<file path="src/rtl/mrr_pkg.sv">
package mrr_pkg;

  typedef enum logic {SC_SCAN, SC_ISSUE} scan_st_e;

  // XOR-folded hash index i of a row address, reduced to idx_w bits
  function automatic int unsigned hash_idx(int unsigned row, int unsigned i, int unsigned idx_w);
    int unsigned v;
    v = row ^ (row >> (i + 1)) ^ (7 * i);
    return v & ((32'd1 << idx_w) - 32'd1);
  endfunction

endpackage

</file>
<file path="src/rtl/mrr_bloom.sv">
module mrr_bloom #(
  parameter int ROW_W = 6,
  parameter int IDX_W = 5,
  parameter int K     = 3
) (
  input  logic             clk,
  input  logic             rst_n,
  input  logic             clr,
  input  logic             ins,
  input  logic [ROW_W-1:0] ins_row,
  input  logic [ROW_W-1:0] probe_row,
  output logic             hit
);
  import mrr_pkg::*;

  localparam int BITS = 1 << IDX_W;

  logic [BITS-1:0]  arr_q, arr_d, ins_mask, prb_mask;
  logic [IDX_W-1:0] ins_idx, prb_idx;

  always_comb begin
    ins_mask = '0;
    prb_mask = '0;
    ins_idx  = '0;
    prb_idx  = '0;
    for (int i = 0; i < K; i++) begin
      ins_idx = IDX_W'(hash_idx(32'(ins_row), unsigned'(i), IDX_W));
      prb_idx = IDX_W'(hash_idx(32'(probe_row), unsigned'(i), IDX_W));
      ins_mask[ins_idx] = 1'b1;
      prb_mask[prb_idx] = 1'b1;
    end
    hit   = ((arr_q & prb_mask) == prb_mask);
    arr_d = arr_q;
    if (clr)      arr_d = '0;
    else if (ins) arr_d = arr_q | ins_mask;
  end

  always_ff @(posedge clk or negedge rst_n) begin
    if (!rst_n) arr_q <= '0;
    else        arr_q <= arr_d;
  end

endmodule

</file>
<file path="src/rtl/mrr_busy.sv">
module mrr_busy #(
  parameter int CYC = 5
) (
  input  logic clk,
  input  logic rst_n,
  input  logic start,
  output logic busy
);
  localparam int CW = $clog2(CYC + 1);

  logic [CW-1:0] cnt_q, cnt_d;

  always_comb begin
    cnt_d = cnt_q;
    if (start)              cnt_d = CW'(CYC);
    else if (cnt_q != '0)   cnt_d = cnt_q - 1'b1;
  end

  always_ff @(posedge clk or negedge rst_n) begin
    if (!rst_n) cnt_q <= '0;
    else        cnt_q <= cnt_d;
  end

  assign busy = (cnt_q != '0);

endmodule

</file>
<file path="src/rtl/mrr_scan.sv">
module mrr_scan #(
  parameter int ROW_W = 6
) (
  input  logic             clk,
  input  logic             rst_n,
  input  logic             hold,
  input  logic             hit_fast,
  input  logic             hit_mid,
  input  logic             bank_busy,
  input  logic             cmd_rdy,
  output logic [ROW_W-1:0] row,
  output logic             cmd_vld,
  output logic             fire,
  output logic             round_done,
  output logic [1:0]       rnd
);
  import mrr_pkg::*;

  scan_st_e         st_q, st_d;
  logic [ROW_W-1:0] ptr_q, ptr_d;
  logic [1:0]       rnd_q, rnd_d;
  logic             done_q, done_d;
  logic             due, adv, last;

  always_comb begin
    due   = hit_fast | (hit_mid & ~rnd_q[0]) | (rnd_q == 2'd0);
    last  = (ptr_q == '1);
    adv   = 1'b0;
    st_d  = st_q;
    case (st_q)
      SC_SCAN: begin
        if (!hold) begin
          if (!due)            adv  = 1'b1;
          else if (!bank_busy) st_d = SC_ISSUE;
        end
      end
      SC_ISSUE: begin
        if (cmd_rdy) begin
          st_d = SC_SCAN;
          adv  = 1'b1;
        end
      end
      default: st_d = SC_SCAN;
    endcase
    ptr_d  = adv ? ptr_q + 1'b1 : ptr_q;
    rnd_d  = (adv && last) ? rnd_q + 2'd1 : rnd_q;
    done_d = adv && last;
  end

  always_ff @(posedge clk or negedge rst_n) begin
    if (!rst_n) begin
      st_q   <= SC_SCAN;
      ptr_q  <= '0;
      rnd_q  <= '0;
      done_q <= 1'b0;
    end else begin
      st_q   <= st_d;
      ptr_q  <= ptr_d;
      rnd_q  <= rnd_d;
      done_q <= done_d;
    end
  end

  assign row        = ptr_q;
  assign cmd_vld    = (st_q == SC_ISSUE);
  assign fire       = cmd_vld & cmd_rdy;
  assign round_done = done_q;
  assign rnd        = rnd_q;

endmodule

</file>
<file path="src/rtl/mrr_sched.sv">
module mrr_sched #(
  parameter int ROW_W    = 6,
  parameter int IDX_W    = 5,
  parameter int K_HASH   = 3,
  parameter int BUS_CYC  = 1,
  parameter int BANK_CYC = 5
) (
  input  logic             clk,
  input  logic             rst_n,
  input  logic             flt_clr,
  input  logic             ld_vld,
  input  logic             ld_mid,
  input  logic [ROW_W-1:0] ld_row,
  output logic             cmd_vld,
  output logic [ROW_W-1:0] cmd_row,
  input  logic             cmd_rdy,
  output logic             bank_busy,
  output logic             bus_busy,
  output logic             round_done,
  output logic [1:0]       round_idx
);
  logic             hold, fire;
  logic [1:0]       hits;
  logic [ROW_W-1:0] scan_row;

  assign hold = ld_vld | flt_clr;

  // index 0: fast class filter, index 1: middle class filter
  for (genvar g = 0; g < 2; g++) begin : g_flt
    mrr_bloom #(.ROW_W(ROW_W), .IDX_W(IDX_W), .K(K_HASH)) u_flt (
      .clk       (clk),
      .rst_n     (rst_n),
      .clr       (flt_clr),
      .ins       (ld_vld && (ld_mid == (g == 1))),
      .ins_row   (ld_row),
      .probe_row (scan_row),
      .hit       (hits[g])
    );
  end

  mrr_scan #(.ROW_W(ROW_W)) u_scan (
    .clk        (clk),
    .rst_n      (rst_n),
    .hold       (hold),
    .hit_fast   (hits[0]),
    .hit_mid    (hits[1]),
    .bank_busy  (bank_busy),
    .cmd_rdy    (cmd_rdy),
    .row        (scan_row),
    .cmd_vld    (cmd_vld),
    .fire       (fire),
    .round_done (round_done),
    .rnd        (round_idx)
  );

  mrr_busy #(.CYC(BANK_CYC)) u_bank_tmr (
    .clk   (clk),
    .rst_n (rst_n),
    .start (fire),
    .busy  (bank_busy)
  );

  mrr_busy #(.CYC(BUS_CYC)) u_bus_tmr (
    .clk   (clk),
    .rst_n (rst_n),
    .start (fire),
    .busy  (bus_busy)
  );

  assign cmd_row = scan_row;

endmodule

</file>
<file path="config.mk">
export PLATFORM = sky130hd
export DESIGN_NAME = mrr_sched
export DESIGN_NICKNAME = d
export VERILOG_FILES = /design/src/rtl/mrr_pkg.sv /design/src/rtl/mrr_bloom.sv /design/src/rtl/mrr_busy.sv /design/src/rtl/mrr_scan.sv /design/src/rtl/mrr_sched.sv
export SDC_FILE = /design/constraint.sdc
export NUM_CORES = 1
export LEC_CHECK = 0
export BUFFER_PORTS_ARGS = -buffer_cell sky130_fd_sc_hd__buf_2
export CAP_MARGIN = 20
export CORE_MARGIN = 1.5
export CORE_UTILIZATION = 25
export CTS_BUF_LIST = sky130_fd_sc_hd__clkbuf_8
export DETAILED_ROUTE_END_ITERATION = 8
export GPL_ROUTABILITY_DRIVEN = 1
export PLACE_DENSITY = 0.49
export SLEW_MARGIN = 20
export SYNTH_ARGS = -nofsm -noshare
export SYNTH_HDL_FRONTEND = slang
export SYNTH_SLANG_ARGS = --single-unit
</file>
<file path="constraint.sdc">
create_clock -name clk -period 4 [get_ports clk]
set_input_delay 0.8 -clock clk [delete_from_list [all_inputs] [get_ports clk]]
set_output_delay 0.8 -clock clk [all_outputs]
set_load 0.01 [all_outputs]
</file>
==> results of run 1 <==
==> cell usage after synthesis (17+ instances only) <==
cell type and n:
sky130_fd_sc_hd__clkbuf_1 34, sky130_fd_sc_hd__o32ai_1 19, sky130_fd_sc_hd__o221ai_1 32, sky130_fd_sc_hd__buf_2 19, sky130_fd_sc_hd__mux2i_1 18, sky130_fd_sc_hd__nor2_1 91, sky130_fd_sc_hd__inv_1 29, sky130_fd_sc_hd__nor3_1 22
sky130_fd_sc_hd__dfrtp_1 78, sky130_fd_sc_hd__nand2_1 70, sky130_fd_sc_hd__nand3_1 17, sky130_fd_sc_hd__nor2b_1 18, sky130_fd_sc_hd__a21oi_1 87
==> how the worst min path moves through the flow <==
stage | start | to | slack (ns) | cells after the start
3_3_place_gp | u_bank_tmr.cnt_q[2] | u_bank_tmr.cnt_q[2] | 0.47 | 1
2_1_floorplan | u_bank_tmr.cnt_q[2] | u_bank_tmr.cnt_q[2] | 0.44 | 1
3_5_place_dp | u_bank_tmr.cnt_q[2] | u_bank_tmr.cnt_q[2] | 0.47 | 1
6_report | rst_n | u_bank_tmr.cnt_q[1] | 0.30 | 1
4_1_cts | u_bank_tmr.cnt_q[2] | u_bank_tmr.cnt_q[2] | 0.48 | 1
5_1_grt | rst_n | u_bank_tmr.cnt_q[1] | 0.30 | 1
==> worst reg2reg max path, delay by kind of cell, from the launching register on <==
family / cells / cell delay (ns)
XOR/XNOR: 1 / 0.83
multiplexers: 1 / 0.37
AND/OR/NAND/NOR: 3 / 0.69
AO/OA/AOI/OAI: 3 / 0.96
flip-flops: 1 / 0.39
buffers and inverters: 1 / 0.20
==> layer usage <==
layer	track usage	share of wire	wire (µm)	up-vias
li1	-	-	-	2937
met5	0	0	0	-
met3	0.0375	0.076	1990	76
met2	0.299	0.44	11400	344
met1	0.290	0.45	11800	3218
met4	0.0776	0.036	954	0
==> flip-flops by register name, summed over array words and instances, names as in the netlist <==
name,count
u_scan.round_done,1
u_scan.rnd,2
u_scan.cmd_vld,1
u_bank_tmr.cnt_q,3
u_scan.row,6
u_bus_tmr.busy,1
g_flt.u_flt.arr_q,64
==> layout by cell type (no fill, tap or decap), types with 7 or more instances in the layout <==
cell type	count
sky130_fd_sc_hd__a21oi_1	87
sky130_fd_sc_hd__and2_1	10
sky130_fd_sc_hd__and3b_1	8
sky130_fd_sc_hd__buf_2	22
sky130_fd_sc_hd__buf_4	25
sky130_fd_sc_hd__clkbuf_8	9
sky130_fd_sc_hd__dfrtp_1	78
sky130_fd_sc_hd__ha_1	15
sky130_fd_sc_hd__inv_1	29
sky130_fd_sc_hd__mux2_2	7
sky130_fd_sc_hd__mux2i_1	18
sky130_fd_sc_hd__nand2_1	70
sky130_fd_sc_hd__nand3_1	17
sky130_fd_sc_hd__nand3b_1	12
sky130_fd_sc_hd__nand4_1	14
sky130_fd_sc_hd__nor2_1	91
sky130_fd_sc_hd__nor2b_1	17
sky130_fd_sc_hd__nor3_1	22
sky130_fd_sc_hd__nor3b_1	13
sky130_fd_sc_hd__nor4_1	10
sky130_fd_sc_hd__o2111ai_1	8
sky130_fd_sc_hd__o21ai_0	15
sky130_fd_sc_hd__o221ai_1	32
sky130_fd_sc_hd__o22ai_1	15
sky130_fd_sc_hd__o31ai_1	7
sky130_fd_sc_hd__o32ai_1	19
sky130_fd_sc_hd__xnor2_1	11
sky130_fd_sc_hd__xor2_1	13
==> per-stage QoR <==
| stage | cell area, µm² | utilization | setup WS, ns | hold WS (ns) |
|---|---|---|---|---|
| floorplan | 6300 | - | 0.815 | 0.444 |
| global placement | 6740 | 0.275 | 0.448 | 0.467 |
| detailed placement | 6740 | 0.275 | 0.528 | 0.473 |
| CTS | 6960 | 0.284 | 0.502 | 0.484 |
| global route | 6990 | 0.285 | 0.341 | 0.295 |
| finish | 6990 | 0.285 | 0.457 | 0.302 |
==> cell families after synthesis <==
group                    Yosys count
flip-flops                        78
multiplexers                      26
AO/OA/AOI/OAI                    234
adder cells (fa/ha/maj)           15
XOR/XNOR                          26
buffers and inverters             88
AND/OR/NAND/NOR                  321
==> power breakdown <==
part / internal [mW] / switching, mW / total [mW]
Combinational: 1.45 / 2.67 / 4.12
Clock: 0.353 / 0.322 / 0.675
Sequential: 0.864 / 0.0822 / 0.946
Total: 2.67 / 3.07 / 5.74
==> layout make-up <==
type                            instances  share of cell area
Multi-Input combinational cell        622               0.569
Sequential cell                        78               0.279
Tap cell                              324              0.0580
Timing Repair Buffer                   48              0.0466
Clock buffer                            9              0.0177
Inverter                               29              0.0156
Clock inverter                          7              0.0136
==> flow_results.org, run 1 <==
** Logic synthesis
- Of the total synthesized cell area, the portion taken by XOR and XNOR cells is 0.0385.
- Synthesized instance count :: 788
- Fraction of registers with async set/reset :: 1.00
- The complex-gate fraction of the synthesized area is 0.255.
- Adder and majority cell fraction of the synthesized area :: 0.0298
- The largest total area in the synthesized netlist belongs to sky130_fd_sc_hd__dfrtp_1.
- Syn nets :: 815
- Average size of a mapped cell :: 8.00 µm²
- Share of the synthesized area in the top cell type :: 0.310
- Post-synth EDFFs :: 0
- The share of the Yosys chip area taken by registers is 0.310.
- Post-synth cell types :: 69
- The portion of synthesized area spent on multiplexers is 0.0429.
- Counting flops and latches in the post-synthesis netlist gives 78.
- The cell area that synthesis handed to floorplanning was 0.00630 mm².
- After synthesis, the largest family of logic cells by area is simple AND/OR/NAND/NOR gates.
- Among all flip-flop cells after synthesis, the most frequent one is sky130_fd_sc_hd__dfrtp_1.
- The Yosys step of the flow raised 0 warnings.
- Fraction of the mapped netlist area in simple logic gates :: 0.264
- By area the synthesized netlist is led by sky130_fd_sc_hd__dfrtp_1 31%, sky130_fd_sc_hd__a21oi_1 6.9%, sky130_fd_sc_hd__nor2_1 5.4%, sky130_fd_sc_hd__o221ai_1 4.4%, sky130_fd_sc_hd__nand2_1 4.2%.

** Timing
- Part of the cycle the worst path needs :: 0.886
- For the finished layout, the period the worst path requires is 3.54 ns.
- Count of final setup violators :: 0
- For the pin with the worst max-slew slack, the measured transition is 1.07 ns.
- The hold violation count in the final report is 0.
- For the final database, setup skew stands at 0.00929 ns.
- After routing, the total negative slack on setup checks comes to 0 ns.
- Max Fclk :: 282 MHz
- Setup repair after global routing left no endpoint under its margin.
- Max-slew violation count :: 0
- Remaining max-slew budget at the tightest pin :: 0.281

** Clock network
- CTS built an H-tree with a depth of 3.
- The clock passes through at most 2 buffers.
- CTS saw 78 sinks.
- The clock reaches the later pin of the worst-skew pair after 0.38 ns.
- Post CTS Setup Buffer Count :: 0
- Clock-pin slew was measured on the worst setup and hold paths at 0.09 ns.
- TritonCTS built the clock tree.
- CTS buffer count :: 9
- Clock Tree Root :: sky130_fd_sc_hd__clkbuf_8
- Hold repair after CTS inserted 0 buffers.
- Resized Gates After CTS :: 0

** Global route
- Residual overflow from global routing :: 0
- The first global-routing pass estimated 39700 µm of wire.
- Via count of the first global-routing pass :: 6104
- In the global route stage, overall resource usage came out at 0.202.
- Antenna violations before repair :: 0
- Entering global routing, the biggest net connects 79 pins.

** Final layout
- Fraction of final layout cells with drive strength greater than 1 :: 0.110
- The layout has 2674 filler cells.
- Area occupied by multi-input gates :: 0.00398 mm²
- Layout Area Growth over Synthesis :: 10.9%
- Area occupied by registers :: 0.00195 mm²
- Total Nets Final :: 815
- Once layout is complete, the cells apart from fillers number 1117.
- Number of antenna repair diodes :: 0

** Routing
- Final wirelength :: 26200 µm
- Number of routed nets with antenna violations :: 0
- After detailed routing, the number of remaining DRC violations is 0.
- The detailed router placed 6575 vias in this run.
- The pre-antenna-repair detailed-routing pass consisted of 5 iterations.
- Average wire length per cell after detail routing :: 23.4 µm
- DR iter-0 viols :: 749
- DR vias/cell :: 5.89

** Flow run
- Number of maximum-capacitance violations :: 0

** Placed design
- Detailed placement HPWL :: 19000 µm
- GP Congestion :: 0.949
- Placed cells :: 1100
- Count of buffers from port buffering :: 23

** Worst setup path
- In this run the worst setup path terminates at u_scan.row[1].
- WP depth :: 9
- Cells along the critical path :: buf_4 > xnor2_2 > nand2_1 > a2111oi_0 > nor3_1 > nand4_1 > o31ai_2 > o31ai_1 > mux2_2
- STA classifies the critical path startpoint as a flip-flop.
- Standard cell with the maximum stage delay on the critical path :: sky130_fd_sc_hd__xnor2_2
- Worst reg2reg path endpoint :: u_scan.row[1]
- Setup slack, reg-to-reg :: 0.46 ns
- In this design, the stage delay of the slowest critical-path cell is 0.82 ns.
- Startpoint of the lowest-slack register-to-register path :: u_scan.row[5]
- In this run the worst path has a maximum fanout of 19.
- Path type of the worst setup path :: flip-flop to flip-flop
- Element type at the critical path end :: flip-flop
- Worst setup path startpoint :: u_scan.row[5]
- Together, buffers and inverters on the worst path number 1.
- Data on the critical path is required at its endpoint by 4.27 ns.
- Family of cells with the greatest summed delay on the critical path :: compound AO/OA/AOI/OAI gates
- Logic depth of the worst register-to-register path :: 9
- STA puts the critical path data arrival time at 3.81 ns.

** Floorplanning
- For this configuration, the core starts out at a cell density of 0.257.
- Die Wd :: 162 µm
- Number of top-level pins :: 24
- Placeable core area :: 0.0245 mm²
- The floorplan has 57 rows.
- Die Y-Extent :: 162 µm
- Die Outline Area :: 0.0262 mm²

** Status
- Outcome :: complete, no violations

** Power and ir drop
- Power spread over the standard cell area amounts to 821 mW/mm².
- Leakage power figure :: 2.77 nW
- Peak supply drop :: 0.357 mV
- The design draws 5.74 mW.

** Worst hold path
- The worst hold path belongs to the class input pin to async pin.
Power figures use the tool's default switching activity.
==> run 2, diff against run 1 <==
--- a/config.mk
+++ b/config.mk
@@ -13,6 +13,7 @@
 export DETAILED_ROUTE_END_ITERATION = 8
 export GPL_ROUTABILITY_DRIVEN = 1
 export PLACE_DENSITY = 0.49
+export RECOVER_POWER = 25
 export SLEW_MARGIN = 20
 export SYNTH_ARGS = -nofsm -noshare
 export SYNTH_HDL_FRONTEND = slang
==> run 2 against run 1 <==
Compared with the run above: final cell count unchanged; via count is 0.55% higher; total power rose by 0.27%; count of clock-buffer cells in the layout did not move; worst hold slack improved by 0.18 ns; maximum frequency is 1.6% higher; sequential power is essentially flat; register-to-register slack gained 0.06 ns; non-clock buffer count unchanged; first-iteration DRC count down 0.13%; sequential share of layout area up 0.11 points; combinational power is essentially flat.
==> flow_results.org, run 2 (synthesis results as in run 1) <==
** Timing
- The post-layout minimum cycle time was 3.49 ns (-0.0561 ns).
- Part of the cycle the worst path needs :: 0.872 (-0.0140)
- The headroom to the max-slew limit is 0.0166 (-0.264).
- Max Fclk :: 287 MHz (+1.6%)
- Max-slew violation count :: 0 (unchanged)
- The final setup TNS is 0 ns (unchanged).
- The hold violation count in the final report was 0 (unchanged).
- Count of final setup violators :: 0 (unchanged)
- The setup skew after layout is 0.00867 ns (-0.000615 ns).
- Setup repair after global routing missed its margin :: no
- The transition at the pin with the smallest max-transition slack was 1.48 ns (+0.401 ns).

** Final layout
- Area occupied by registers :: 0.00195 mm² (unchanged)
- Layout Area Growth over Synthesis :: 10.4%
- The post-layout instance area was 0.00696 mm² (-0.38%).
- The final core area utilization is 0.284 (-0.00107).
- The filler cell count came to 2679 (+0.19%).
- Number of antenna repair diodes :: 0 (unchanged)
- The number of cells in the finished layout apart from fillers was 1117 (unchanged).
- Fraction of final layout cells with drive strength greater than 1 :: 0.108 (-0.00126)
- Most frequent cells in the layout :: 91 x sky130_fd_sc_hd__nor2_1, 87 x sky130_fd_sc_hd__a21oi_1, 78 x sky130_fd_sc_hd__dfrtp_1
- Largest register by flop count :: g_flt.u_flt.arr_q
- The number of flip-flops in the largest register is 64 (unchanged).
- The library cell used most frequently in the layout, excluding fill and tap cells, is sky130_fd_sc_hd__nor2_1.
- Area occupied by multi-input gates :: 0.00398 mm² (unchanged)
- Total Nets Final :: 815 (unchanged)

** Global route
- The number of global-route vias before repair came to 6104 (unchanged).
- The aggregate global routing overflow was 0 (unchanged).
- The initial antenna violation count came to 0 (unchanged).
- Wire length of the first global-routing pass :: 39700 µm (unchanged)
- The largest net degree at the start of global routing is 79 (unchanged).
- The total routing resource utilization after global routing is 0.202 (unchanged).

** Placed design
- Placed cells :: 1100 (unchanged)
- Area post-placement :: 0.00674 mm² (unchanged)
- Count of buffers from port buffering :: 23 (unchanged)
- The HPWL after detailed placement was 19000 µm (unchanged).
- GP Congestion :: 0.949 (unchanged)

** Worst setup path
- Worst Path Max Fanout :: 19 (unchanged)
- For this design, the slowest cell found on the critical path is sky130_fd_sc_hd__xnor2_2.
- The count of buffering cells on the critical path with inverters included is 1 (unchanged).
- CP startpoint kind :: flip-flop
- Startpoint of the lowest-slack register-to-register path :: u_scan.row[5]
- The depth of the critical timing path with buffers and inverters included is 9 (unchanged).
- The critical path goes through buf_4 > xnor2_2 > nand2_1 > a2111oi_0 > nor3_1 > nand4_1 > o31ai_2 > o31ai_1 > mux2_2.
- Family of cells with the greatest summed delay on the critical path :: compound AO/OA/AOI/OAI gates
- The worst setup path is of the flip-flop to flip-flop kind.
- The endpoint arrival time on the critical path is 3.76 ns (-0.05 ns).
- The setup slack of the most critical reg-to-reg path is 0.51 ns (+0.06 ns).
- Logic depth of the worst register-to-register path :: 9 (unchanged)
- Crit-path max cell delay :: 0.81 ns (about the same)
- Data required time at the worst endpoint :: 4.27 ns (about the same)
- In this run the critical register-to-register path is captured at u_scan.row[1].
- The worst setup path is captured at a flip-flop.

** Routing
- The number of detailed-routing iterations run before antenna repair is 7 (+2).
- The routed length per placed instance is 23.5 µm (+0.26%).
- The post-route DRC violation count was 0 (unchanged).
- Vias :: 6611 (+0.55%)
- The DRC marker count from the first detailed-route iteration is 748 (-0.13%).
- Final wirelength :: 26300 µm (+0.26%)
- The detailed-route vias per instance came to 5.92 (+0.55%).
- The number of routed nets with antenna violations was 0 (unchanged).

** Clock network
- Resized Gates After CTS :: 0 (unchanged)
- Htree depth :: 3 (unchanged)
- Deepest clock path buffer count :: 2 (unchanged)
- The clock edge transition at the registers on the reported setup and hold paths came to 0.08 ns (about the same).
- CTS buffer count :: 9 (unchanged)
- Clock Tree Root :: sky130_fd_sc_hd__clkbuf_8
- Post CTS Setup Buffer Count :: 0 (unchanged)
- Clock latency on the worst-skew pair :: 0.38 ns (about the same)
- Clk sink count :: 78 (unchanged)
- Total of hold buffers inserted after clock tree synthesis :: 0 (unchanged)
- CTS tree :: built

** Power and ir drop
- Ratio of total power to cell area :: 826 mW/mm² (+0.65%)
- Peak supply drop :: 0.355 mV (-0.49%)
- The reported leakage power was 2.76 nW (-0.44%).

** Worst hold path
- Worst hold stages :: 1
- The startpoint identified for the worst hold timing path is u_bank_tmr.cnt_q[2].
- The worst hold path belongs to the class flip-flop to flip-flop.
- The path with the worst hold slack has its endpoint at u_bank_tmr.cnt_q[2].

** Flow run
- Number of maximum-capacitance violations :: 0 (unchanged)

** Status
- Outcome :: complete, no violations

** Floorplanning
- The initial core utilization was 0.257 (unchanged).
- The horizontal extent of the die is 162 µm (unchanged).
- Number of top-level pins :: 24 (unchanged)
- The core box area is 0.0245 mm² (unchanged).
- The floorplan die area is 0.0262 mm² (unchanged).
- The vertical extent of the die was 162 µm (unchanged).
- The number of standard-cell rows in the floorplan is 57 (unchanged).
## run 2: cell types whose count changed in the layout (fill, tap and decap cells not counted)
cell / delta
sky130_fd_sc_hd__clkbuf_1: +1
sky130_fd_sc_hd__buf_4: -1
sky130_fd_sc_hd__buf_16: -1
sky130_fd_sc_hd__clkbuf_2: +1
## run 2: worst register-to-register path: stages (launching register included)
cell,delay [ns]
sky130_fd_sc_hd__dfrtp_1,0.39
sky130_fd_sc_hd__buf_4,0.20
sky130_fd_sc_hd__xnor2_2,0.81
sky130_fd_sc_hd__nand2_1,0.33
sky130_fd_sc_hd__a2111oi_0,0.48
sky130_fd_sc_hd__nor3_1,0.17
sky130_fd_sc_hd__nand4_1,0.17
sky130_fd_sc_hd__o31ai_2,0.12
sky130_fd_sc_hd__o31ai_1,0.34
sky130_fd_sc_hd__mux2_2,0.37
## run 2: layout make-up
| cell class | count | share of cell area |
|---|---|---|
| well taps | 324 | 0.0583 |
| multi-input cells | 622 | 0.571 |
| clock buffers | 9 | 0.0178 |
| repair buffers | 48 | 0.0430 |
| clock inverters | 7 | 0.0137 |
| flip-flops and latches | 78 | 0.280 |
| inverters | 29 | 0.0156 |
## run 2: worst max-delay path by stage
stage,from,end,slack (ns)
6_report,u_scan.row[5],u_scan.row[1],0.51
2_1_floorplan,u_scan.row[3],u_scan.row[1],0.82
4_1_cts,u_scan.row[5],u_scan.row[1],0.50
3_5_place_dp,u_scan.row[5],u_scan.row[1],0.53
5_1_grt,u_scan.row[5],u_scan.row[1],0.34
3_3_place_gp,u_scan.row[5],u_scan.rnd[1],0.45
## run 2: per-layer routing
metal | up-vias | part of all wire | routed length, µm | track usage
met5 | - | 0 | 0 | 0
met4 | 0 | 0.033 | 862 | 0.0776
met3 | 72 | 0.087 | 2290 | 0.0375
met2 | 383 | 0.44 | 11500 | 0.299
met1 | 3217 | 0.44 | 11600 | 0.290
li1 | 2939 | - | - | -
## run 2: through the flow
stage	power (mW)	hold WS, ns	setup slack, ns
after global routing	6.06	0.522	0.341
after floorplan	3.69	0.444	0.815
after CTS	5.62	0.484	0.502
after global placement	5.01	0.467	0.448
after detailed placement	4.93	0.473	0.528
final	5.75	0.486	0.513
## run 2: report_power, final
part | total (mW) | switching [mW] | internal [mW]
Sequential | 0.946 | 0.0819 | 0.864
Clock | 0.678 | 0.324 | 0.353
Combinational | 4.13 | 2.68 | 1.45
==> run 3, diff against run 2 <==
--- a/config.mk
+++ b/config.mk
@@ -7,6 +7,7 @@
 export LEC_CHECK = 0
 export BUFFER_PORTS_ARGS = -buffer_cell sky130_fd_sc_hd__buf_2
 export CAP_MARGIN = 20
+export CORE_ASPECT_RATIO = 1.5
 export CORE_MARGIN = 1.5
 export CORE_UTILIZATION = 25
 export CTS_BUF_LIST = sky130_fd_sc_hd__clkbuf_8
==> run 3 against run 2 <==
Compared with the run above: clock skew rose by 0.013 ns; setup slack got worse by 0.22 ns; highest routed layer unchanged; the run now ends with max-capacitance violations, max-slew violations left; global-route usage rose by 3.1 points; clock power rose by 6.0%.
==> flow_results.org, run 3 (synthesis results as in run 1) <==
** Clock network
- Total of hold buffers inserted after clock tree synthesis :: 0 (unchanged)
- CTS buffer count :: 9 (unchanged)
- The number of setup buffers added after CTS was 0 (unchanged).
- CTS tree :: built
- Clock transition time at the flip-flop clock pins of the worst setup and hold paths :: 0.10 ns (+0.02 ns)
- The cell sitting at the root of the clock tree is a sky130_fd_sc_hd__clkbuf_8.
- Clk sink count :: 78 (unchanged)
- The number of H-tree levels is 3 (unchanged).
- The count of cells resized by post-cts repair came to 0 (unchanged).
- The deepest clock path buffer count was 2 (unchanged).
- Clock latency on the worst-skew pair :: 0.40 ns (+0.02 ns)

** Timing
- The final setup TNS was 0 ns (unchanged).
- Setup repair after global routing left no endpoint under its margin.
- Final Hold Slack :: 0.477 ns (-0.00931 ns)
- The headroom to the max-slew limit is -0.362 (-0.379).
- The total setup violations reported at the end of the flow came to 0 (unchanged).
- The setup skew after layout is 0.0216 ns (+0.0129 ns).
- Minimum clock period after layout :: 3.70 ns (+0.217 ns)
- The post-route fraction of the period consumed by the critical path came to 0.926 (+0.0544).
- Max Fclk :: 270 MHz (-5.9%)
- Slew of the pin with the lowest slew margin :: 2.04 ns (+0.568 ns)
- Setup WS post-layout :: 0.296 ns (-0.217 ns)
- Endpoints failing hold :: 0 (unchanged)
- Max-slew violation count :: 79 (+79)

** Final layout
- The fraction of final layout cells sized beyond drive strength 1 was 0.124 (+0.0156).
- Largest register by flop count :: g_flt.u_flt.arr_q
- The library cells used most frequently in the layout, excluding fill and tap cells, are 91 x sky130_fd_sc_hd__nor2_1, 87 x sky130_fd_sc_hd__a21oi_1, 78 x sky130_fd_sc_hd__dfrtp_1.
- Total Nets Final :: 828 (+1.6%)
- Max reg flops :: 64 (unchanged)
- Number of antenna repair diodes :: 0 (unchanged)
- The final core area utilization was 0.284 (about the same).
- The number of cells in the finished layout apart from fillers is 1134 (+1.5%).
- The library cell used most frequently in the layout, excluding fill and tap cells, is sky130_fd_sc_hd__nor2_1.
- Compared with the post-synthesis result, the final layout area differs by 12.4%.
- The filler cell count is 2693 (+0.52%).

** Worst setup path
- Setup slack, reg-to-reg :: 0.30 ns (-0.22 ns)
- The largest individual stage delay along the critical path comes from the cell sky130_fd_sc_hd__o32ai_1.
- Worst Path Max Fanout :: 13 (-6)
- The depth of the critical timing path with buffers and inverters included is 11 (+2).
- The maximum single-stage delay on the critical path was 0.67 ns (-0.14 ns).
- Family of cells with the greatest summed delay on the critical path :: compound AO/OA/AOI/OAI gates
- The critical path is of the flip-flop to flip-flop type.
- Total buffers and inverters traversed by the critical path :: 2 (+1)
- The endpoint arrival time on the critical path was 4.00 ns (+0.24 ns).
- Cells along the critical path :: ha_1 > buf_4 > nand2_1 > a2bb2oi_1 > o32ai_1 > nor4_1 > nand4_1 > o31ai_2 > buf_4 > o31ai_1 > mux2_2
- STA classifies the critical path startpoint as a flip-flop.
- Data required time at the worst endpoint :: 4.30 ns (+0.03 ns)
- The depth of the most critical reg-to-reg path came to 11 (+2).
- Critical Path Most Common Cell :: sky130_fd_sc_hd__buf_4
- Element type at the critical path end :: flip-flop

** Floorplanning
- Die Y-Extent :: 197 µm (+22%)
- Initial cell density of the core :: 0.252 (-0.00442)
- The number of top-level pins came to 24 (unchanged).
- The core box area was 0.0250 mm² (+1.7%).
- The horizontal extent of the die is 133 µm (-18%).
- Row cnt :: 71 (+25%)
- The floorplan die area came to 0.0262 mm² (about the same).

** Global route
- Residual overflow from global routing :: 0 (unchanged)
- The total routing resource utilization after global routing is 0.233 (+0.0307).
- Wire length of the first global-routing pass :: 44600 µm (+12%)
- Via count of the first global-routing pass :: 6501 (+6.5%)
- The largest net degree at the start of global routing was 79 (unchanged).
- Antenna violations before repair :: 0 (unchanged)

** Placed design
- The HPWL after detailed placement was 21800 µm (+14%).
- The placed instance count was 1118 (+1.6%).
- The setup slack after placement is 0.585 ns (+0.0575 ns).
- Count of buffers from port buffering :: 23 (unchanged)
- GP Congestion :: 1.01 (+6.4%)

** Flow run
- Number of maximum-capacitance violations :: 1 (+1)

** Routing
- The DRC marker count from the first detailed-route iteration came to 739 (-1.2%).
- The routed length per placed instance is 26.4 µm (+12%).
- Number of routed nets with antenna violations :: 0 (unchanged)
- Final wirelength :: 29900 µm (+14%)
- The via total after detailed routing was 6762 (+2.3%).
- The number of detailed-routing iterations run before antenna repair is 5 (-2).
- The detailed-route vias per instance is 5.96 (+0.75%).
- Number of remaining DRC errors :: 0 (unchanged)

** Worst hold path
- The cell depth of the worst min-delay path was 1 (unchanged).
- Class of the tightest hold or removal check :: flip-flop to flip-flop

** Power and ir drop
- The maximum vdd drop is 0.251 mV (-29%).
- The power per cell area is 891 mW/mm² (+7.8%).
- The reported leakage power is 2.83 nW (+2.6%).

** Status
- Outcome :: finished, violations left
- The checks that failed: max-capacitance violations, max-slew violations.
run 3: layout make-up:
| cell class | count | area (µm²) | share of cell area |
|---|---|---|---|
| multi-input combinational | 622 | 3980 | 0.562 |
| tap | 328 | 410 | 0.0580 |
| clock inverter | 6 | 92.6 | 0.0131 |
| sequential | 78 | 1950 | 0.276 |
| clock buffer | 10 | 138 | 0.0194 |
| timing repair buffer | 61 | 400 | 0.0565 |
| inverter | 29 | 109 | 0.0154 |
run 3: worst register-to-register path, stage by stage, from the launching register on:
cell and delay [ns]:
sky130_fd_sc_hd__dfrtp_1 0.47, sky130_fd_sc_hd__ha_1 0.66, sky130_fd_sc_hd__buf_4 0.28, sky130_fd_sc_hd__nand2_1 0.20, sky130_fd_sc_hd__a2bb2oi_1 0.19, sky130_fd_sc_hd__o32ai_1 0.67, sky130_fd_sc_hd__nor4_1 0.09, sky130_fd_sc_hd__nand4_1 0.14
sky130_fd_sc_hd__o31ai_2 0.09, sky130_fd_sc_hd__buf_4 0.14, sky130_fd_sc_hd__o31ai_1 0.30, sky130_fd_sc_hd__mux2_2 0.37
run 3: power by group:
group / total (mW) / switching, mW / internal (mW) / leakage, nW
clock network: 0.719 / 0.347 / 0.372 / 0.109
logic: 4.64 / 3.02 / 1.63 / 1.67
registers: 0.945 / 0.0820 / 0.863 / 1.05
run 3: path summary, 6_finish.rpt:
check / start / end
max: u_scan.row[2] / u_scan.row[1]
max reg2reg: u_scan.row[2] / u_scan.row[1]
max in group asynchronous: rst_n / g_flt[1].u_flt.arr_q[30]
min in group asynchronous: rst_n / u_scan.round_done
min reg2reg: u_bank_tmr.cnt_q[2] / u_bank_tmr.cnt_q[2]
min: u_bank_tmr.cnt_q[2] / u_bank_tmr.cnt_q[2]
run 3: routing by layer:
layer | vias to the layer above | GRT usage | part of all wire
li1 | 2966 | - | -
met1 | 3314 | 0.260 | 0.37
met2 | 364 | 0.411 | 0.50
met3 | 118 | 0.0318 | 0.055
met4 | 0 | 0.158 | 0.071
met5 | - | 0 | 0
run 3: stage by stage:
| step | total power [mW] | cell area (µm²) |
|---|---|---|
| after CTS | 6.04 | 7080 |
| final | 6.31 | 7080 |
| after floorplan | 3.69 | 6300 |
| after global routing | 6.57 | 7080 |
| after global placement | 5.38 | 6850 |
| after detailed placement | 5.30 | 6850 |
